[config.mk]
export PLATFORM = sky130hd
export DESIGN_NAME = byte_lane_ram_port
export DESIGN_NICKNAME = d
export VERILOG_FILES = /design/src/rtl/brp_pkg.sv /design/src/rtl/brp_decode.sv /design/src/rtl/brp_lanes.sv /design/src/rtl/brp_outstage.sv /design/src/rtl/byte_lane_ram_port.sv
export SDC_FILE = /design/constraint.sdc
export NUM_CORES = 2
export LEC_CHECK = 0
export BUFFER_PORTS_ARGS = -buffer_cell sky130_fd_sc_hd__buf_2
export CORE_UTILIZATION = 40
export CTS_CLUSTER_SIZE = 24
export DETAILED_ROUTE_END_ITERATION = 10
export GPL_ROUTABILITY_DRIVEN = 0
export GPL_TIMING_DRIVEN = 0
export PLACE_DENSITY = 0.56
export REMOVE_ABC_BUFFERS = 1
export SLEW_MARGIN = 10
export SYNTH_ARGS = -nofsm -noshare
export SYNTH_HDL_FRONTEND = slang
export SYNTH_HIERARCHICAL = 1
export SYNTH_SLANG_ARGS = --single-unit
[constraint.sdc]
create_clock -name clk_i -period 4.4 [get_ports clk_i]
set_clock_uncertainty 0.1 [all_clocks]
set_input_delay 0.88 -clock clk_i [delete_from_list [all_inputs] [get_ports clk_i]]
set_output_delay 0.88 -clock clk_i [all_outputs]
set_load 0.05 [all_outputs]
[src/rtl/brp_pkg.sv]
`timescale 1ns/1ps
package brp_pkg;
  localparam int unsigned LANES  = 4;
  localparam int unsigned LANE_W = 9;
  localparam int unsigned DATA_W = LANES * LANE_W;
  typedef logic [LANES-1:0]  lane_mask_t;
  typedef logic [DATA_W-1:0] word_t;
endpackage

[src/rtl/brp_decode.sv]
`timescale 1ns/1ps
module brp_decode
  import brp_pkg::*;
(
  input  logic       ce0_ni,
  input  logic       ce1_i,
  input  lane_mask_t be_ni,
  input  logic       we_ni,
  input  logic       sleep_i,
  output lane_mask_t wr_lanes_o,
  output lane_mask_t rd_lanes_o,
  output logic       wr_busy_o
);
  logic       sel;
  lane_mask_t act;

  assign sel        = ~ce0_ni & ce1_i & ~sleep_i;
  assign act        = sel ? ~be_ni : '0;
  assign wr_lanes_o = we_ni ? '0 : act;
  assign rd_lanes_o = we_ni ? act : '0;
  // a presented write mutes the bus even before its edge
  assign wr_busy_o  = ~ce0_ni & ce1_i & ~we_ni;
endmodule

[src/rtl/brp_lanes.sv]
`timescale 1ns/1ps
module brp_lanes
  import brp_pkg::*;
#(
  parameter int unsigned ADDR_W = 6
) (
  input  logic              clk_i,
  input  logic [ADDR_W-1:0] addr_i,
  input  word_t             wdata_i,
  input  lane_mask_t        wr_lanes_i,
  input  lane_mask_t        rd_lanes_i,
  output word_t             rdata_o
);
  localparam int unsigned DEPTH = 1 << ADDR_W;

  for (genvar l = 0; l < LANES; l++) begin : g_lane
    logic [LANE_W-1:0] mem [DEPTH];
    logic [LANE_W-1:0] rd_q;

    always_ff @(posedge clk_i) begin
      if (wr_lanes_i[l]) mem[addr_i] <= wdata_i[l*LANE_W +: LANE_W];
      if (rd_lanes_i[l]) rd_q <= mem[addr_i];
    end

    assign rdata_o[l*LANE_W +: LANE_W] = rd_q;
  end
endmodule

[src/rtl/brp_outstage.sv]
`timescale 1ns/1ps
module brp_outstage
  import brp_pkg::*;
(
  input  logic       clk_i,
  input  logic       rst_ni,
  input  logic       pipe_i,
  input  logic       oe_ni,
  input  logic       sleep_i,
  input  logic       wr_busy_i,
  input  lane_mask_t rd_lanes_i,
  input  word_t      rdata_i,
  output word_t      rdata_o,
  output lane_mask_t lane_drv_o
);
  lane_mask_t lane_q1, lane_q2, lane_sel;
  word_t      data_q2, data_sel;
  logic       en_all;

  always_ff @(posedge clk_i or negedge rst_ni) begin
    if (!rst_ni) begin
      lane_q1 <= '0;
      lane_q2 <= '0;
    end else begin
      lane_q1 <= rd_lanes_i;
      lane_q2 <= lane_q1;
    end
  end

  always_ff @(posedge clk_i) data_q2 <= rdata_i;

  assign lane_sel = pipe_i ? lane_q2 : lane_q1;
  assign data_sel = pipe_i ? data_q2 : rdata_i;
  assign en_all   = ~oe_ni & ~sleep_i & ~wr_busy_i;

  for (genvar l = 0; l < LANES; l++) begin : g_drv
    assign lane_drv_o[l] = lane_sel[l] & en_all;
    assign rdata_o[l*LANE_W +: LANE_W] =
      lane_drv_o[l] ? data_sel[l*LANE_W +: LANE_W] : '0;
  end
endmodule

[src/rtl/byte_lane_ram_port.sv]
`timescale 1ns/1ps
module byte_lane_ram_port
  import brp_pkg::*;
#(
  parameter int unsigned ADDR_W = 6
) (
  input  logic              clk_i,
  input  logic              rst_ni,
  input  logic              ce0_ni,
  input  logic              ce1_i,
  input  logic [3:0]        be_ni,
  input  logic              we_ni,
  input  logic              oe_ni,
  input  logic              sleep_i,
  input  logic              pipe_mode_i,
  input  logic [ADDR_W-1:0] addr_i,
  input  logic [35:0]       wdata_i,
  output logic [35:0]       rdata_o,
  output logic [3:0]        lane_drv_o
);
  lane_mask_t wr_lanes, rd_lanes;
  logic       wr_busy;
  word_t      arr_rdata;

  brp_decode u_decode (
    .ce0_ni     (ce0_ni),
    .ce1_i      (ce1_i),
    .be_ni      (be_ni),
    .we_ni      (we_ni),
    .sleep_i    (sleep_i),
    .wr_lanes_o (wr_lanes),
    .rd_lanes_o (rd_lanes),
    .wr_busy_o  (wr_busy)
  );

  brp_lanes #(.ADDR_W(ADDR_W)) u_lanes (
    .clk_i      (clk_i),
    .addr_i     (addr_i),
    .wdata_i    (wdata_i),
    .wr_lanes_i (wr_lanes),
    .rd_lanes_i (rd_lanes),
    .rdata_o    (arr_rdata)
  );

  brp_outstage u_out (
    .clk_i      (clk_i),
    .rst_ni     (rst_ni),
    .pipe_i     (pipe_mode_i),
    .oe_ni      (oe_ni),
    .sleep_i    (sleep_i),
    .wr_busy_i  (wr_busy),
    .rd_lanes_i (rd_lanes),
    .rdata_i    (arr_rdata),
    .rdata_o    (rdata_o),
    .lane_drv_o (lane_drv_o)
  );
endmodule

# Yosys cells after proc, flatten, opt, wreduce, memory -nomap -nowiden
# Memory sizes are Yosys's and may differ from the RTL's. A register that Yosys moved wholly into a read port is not among the register bits.
# Cells that the tools add are included.
# Widths: inputs -> output; s select.
[word_totals]
reg_bits = 44
latchBits = 0
ram_bits = 2304
rom_bits = 0
inputBits = 54
output_inout_bits = 40
elab_cells = 39
memories = 4
[classes]
addsub = 0
multipliers = 0
div_mod_pow = 0
magnitude_cmp = 0
eq_ne = 0
n_shift = 0
mux = 17
bitwise_logic = 15
reduce_logical = 0
[mem_list]
columns = ["memory", "depth", "word_bits", "rd", "rd_ports_with_merged_regs", "write_ports", "line_no", "source"]
rows = [
  ["u_lanes.g_lane[0].mem", 64, 9, 1, 1, 1, "brp_lanes.sv:17", "logic [LANE_W-1:0] mem [DEPTH];"],
  ["u_lanes.g_lane[1].mem", 64, 9, 1, 1, 1, "brp_lanes.sv:17", ""],
  ["u_lanes.g_lane[2].mem", 64, 9, 1, 1, 1, "brp_lanes.sv:17", ""],
  ["u_lanes.g_lane[3].mem", 64, 9, 1, 1, 1, "brp_lanes.sv:17", ""],
]
[ops]
columns = ["op", "count"]
rows = [
  ["$mux 36", 1],
  ["$mux 9", 4],
  ["$mux 4", 4],
  ["$and 1x1->1", 9],
  ["$mux 1", 8],
  ["$not 1->1", 5],
  ["$not 4->4", 1],
]

# Longest topological paths before layout
[depth]
depth_word = 7
mapped_depth = 12
ltp_nobuf = 6

# Cells and area by module
# Netlist, hierarchy kept.
[modules_own_cells]
columns = ["mod", "instances", "cells_each", "area_per_inst_um2"]
rows = [
  ["brp_lanes", 1, 5102, 88932.8],
  ["brp_outstage", 1, 135, 1682.9],
  ["brp_decode", 1, 11, 62.6],
]

# Worst setup path after synthesis
# OpenSTA, ideal clock, no wires.
[synth_path]
path_kind = "input -> output"
startpoint = "input ce1_i"
endpoint = "output rdata_o[27]"
t_arrival_ns = 2.727
path_slack_ns = 0.693
cell_stages = 5
path_buffers = 2
cell_sequence = "nor3b_1 or3_4 buf_6 buf_6 nor3_1"
[synth_via]
elab_chain_cells = 6
[synth_rtl]
columns = ["item", "line_no", "source"]
rows = [
  ["from (decl)", "byte_lane_ram_port.sv:10", "input logic ce1_i,"],
  ["$and 1x1->1 (2 in a row)", "brp_decode.sv:22", "assign wr_busy_o = ~ce0_ni & ce1_i & ~we_ni;"],
  ["$not 1->1", "brp_outstage.sv:34", "assign en_all = ~oe_ni & ~sleep_i & ~wr_busy_i;"],
  ["$and 1x1->1", "brp_outstage.sv:34", ""],
  ["$and 1x1->1", "brp_outstage.sv:37", "assign lane_drv_o[l] = lane_sel[l] & en_all;"],
  ["$mux 9", "brp_outstage.sv:39", "lane_drv_o[l] ? data_sel[l*LANE_W +: LANE_W] : '0;"],
  ["to (decl)", "byte_lane_ram_port.sv:18", "output logic [35:0] rdata_o,"],
]
# Every way passes these cells.

==> flow_summary.ini <==
[run_status]
status = complete, but fails checks
violations = DRC, setup timing

[pwr]
switching_share_pct = 22.01
clkPwrFrac_pct = 41.2
comb_power_share_pct = 5.7
p_per_area_nw_per_um2 = 454.1
p_leak_nw = 32.15
p_sw_mw = 10.36
peakVddDrop_v = 0.0005122
power_mw = 47.05
p_int_mw = 36.69
pwr-share-seq_pct = 53.1

[timing]
finalCriticalPeriod_ns = 4.427
worst_slack_ns = -0.02701
timing.hold.ws_ns = 0.2611
max_freq_mhz = 225.9
rsz0062_at_grt = false
max_slew.worst_pin.slew_ns = 1.274
slew_violations = 0
setup_viol = 10
hold_violations = 0
slew_headroom_pct = 14.78
fin_crit_sh_pct = 100.6

[floorplan]
rows = 174
die_area_sq_um = 228600
die_w_microns = 478.1
ioPinCount = 94
die_y_microns = 478.1
start_util_pct = 40.28
core_sq_um = 225100

[cts]
post_cts_buffers = 0
cts_buffers = 234
cts_sinks = 2384
clk-insertion-delay-late_ns = 0.88
clk_path_buf_depth = 3
path_clk_slew_ns = 0.06
cts_tree = done
cts-root-buf = clkbuf_16
htreeDepth = 4

[placement]
pre_cts_slack_ns = -1.605
port_buffers = 93
dpl.hpwl_mm = 155.6

[global_routing]
track_usage_pct = 23.04
grt-ovfl-total = 0
grt_pass1_vias = 50010
antenna_found_initial = 26
grt_pass1_wl_mm = 378.9
grtUsageMet3_pct = 4.220
gr-usage-met2_pct = 35.57
grt_max_degree = 93
busiest_layer = met2
grt.met1_usage_pct = 33.10

[setup_path]
crit_fanout = 92
reg2regPathDepth = 6
cp_cell_sequence = buf_12 > buf_16 > buf_16 > inv_8 > buf_16 > a221oi_1 > nor3_1 > nor4_2 > nand3_1 > or4_1
path_depth = 10
crit_required_ns = 4.87
end_kind = register
start_kind = primary input
cp_slowest_cell = or4_1
crit_start = addr_i[2]
arrival_ns = 4.89
r2r_start = u_lanes/g_lane[3].mem[6][3]
slowest_delay_ns = 0.73
worst_path_most_repeated_cell = buf_16
path_delay_family = simple AND/OR/NAND/NOR gates
worst-path-buf-inv = 5
path_class = in -> reg

[synthesis]
synth_edf_count = 2340
synthTopCellsByArea = edfxtp_1 77%, a221oi_1 5.8%, nor2_1 2.3%
yosysWarnings = 6
synth_top_area_share_pct = 77.49
synth_top_area_cell = edfxtp_1
syn-cell-area_sq_um = 90680
seq_area_frac_synth_pct = 78.51
ys_ff_latch = 2384
async_flop_share_pct = 0.3356
synth_area_per_cell_sq_um = 17.28
synth_cells = 5248
ys_types = 69
synthFlopType = edfxtp_1

[finish]
fin_util_pct = 46.03
drive_above_1_share_pct = 13.51
mostFrequentLayoutCells = 2,340 x edfxtp_1, 596 x a221oi_1, 531 x nor2_1
final_common_cell = edfxtp_1
area_delta_synth_final_pct = 14.27
nNetsFinal = 5352

[routing]
dr.pass1.iters = 11
drc_errors = 6
avgRoutedWirePerCell_microns = 31.71
ant_nets = 0
viasPerCell = 6.182
drt-initial-drc-count = 6245
via_count = 52520
wirelength_mm = 269.4

[worst_hold_path]
hold_start = u_lanes/g_lane[3].rd_q[6]
hold_class = reg -> reg
worstHoldPathCells = 0

[flow_run]
drv_cap = 0
==> cell families after synthesis <==
logic type	count (synthesis)	share of synthesized area [%]
mux	314	4.512
simple gates	845	4.058
buf+inv	410	2.170
compound gates	1295	10.75
flops	2384	78.51
==> synth_stat cells, types with 9 or more instances <==
cell and n:
mux2_2 55, nor3_2 9, a22oi_1 205, buf_1 32
nand4_1 17, or4_1 15, or3_1 20, nand3_1 20
mux2i_1 177, nor4_1 16, o21ai_1 11, a31oi_1 18
o22ai_1 92, a22o_1 41, mux2_1 13, a21oi_1 99
nand2_1 93, edfxtp_1 2340, a221o_1 17, mux4_2 68
buf_2 100, nor3_1 68, dfxtp_1 36, buf_6 31
a221oi_1 596, buf_4 19, clkbuf_1 226, nor2_1 547
o21ai_0 175
==> through the flow <==
stage	cell area (sq um)	cells	TNS (ns)
2_1_floorplan	88720	4840	-4650.25
3_3_place_gp	92930	7925	-
3_5_place_dp	95730	8043	-1593.20
4_1_cts	103400	8480	0
5_1_grt	103600	8486	0
6_report	103600	8495	-0.1166
==> cell type report <==
type | instances | area, sq um
well taps | 2992 | 3744
repair buffers | 222 | 3406
inverters | 2 | 22.52
fillers | 19120 | 121500
clock inverters | 132 | 1150
clock buffers | 299 | 6232
multi-input cells | 2454 | 17850
flip-flops and latches | 2384 | 71190
diodes | 10 | 25.02
==> path summary, 6_finish.rpt <==
| path | end | slack [ns] |
|---|---|---|
| worst min-delay path | u_out/data_q2[33] | 0.26 |
| worst min register to register | u_out/data_q2[33] | 0.26 |
| worst max register to register | u_lanes/g_lane[3].rd_q[3] | 1.31 |
| max in group asynchronous | u_out/lane_q2[1] | 3.11 |
| min in group asynchronous | u_out/lane_q1[3] | 0.63 |
| worst max-delay path | u_lanes/g_lane[0].rd_q[3] | -0.03 |
==> power by group through the flow <==
| stage | Sequential (mW) | Clock (mW) | Combinational [mW] |
|---|---|---|---|
| after floorplan | 25.4 | 0 | 0.993 |
| final | 25.0 | 19.4 | 2.70 |
| after CTS | 25.0 | 19.7 | 2.66 |
| after global placement | 25.5 | 0 | 2.60 |
| after global routing | 25.0 | 20.5 | 2.81 |
| after detailed placement | 25.5 | 0 | 2.61 |
==> registers in the layout (all words and copies together) (netlist names) <==
name and flops:
u_lanes/g_lane.rd_q 36, u_out/lane_q1 4, u_out/lane_q2 4, u_lanes/g_lane.mem 2304
u_out/data_q2 36
==> routing by layer <==
metal | vias to the layer above | wire, microns
met3 | 439 | 24940
met5 | - | 64
met4 | 10 | 7948
met2 | 2686 | 123900
met1 | 27590 | 112500
li1 | 21800 | -
==> what timing repair did <==
action                     in CTS  in global routing
gates resized for setup        18                 12
pin swaps                       1                  0
hold endpoints to repair        8                  0
hold buffers                    1                  0
gates cloned                    5                  1
setup endpoints to repair     409                 20
No activity file was read; power rests on OpenSTA's default activity.
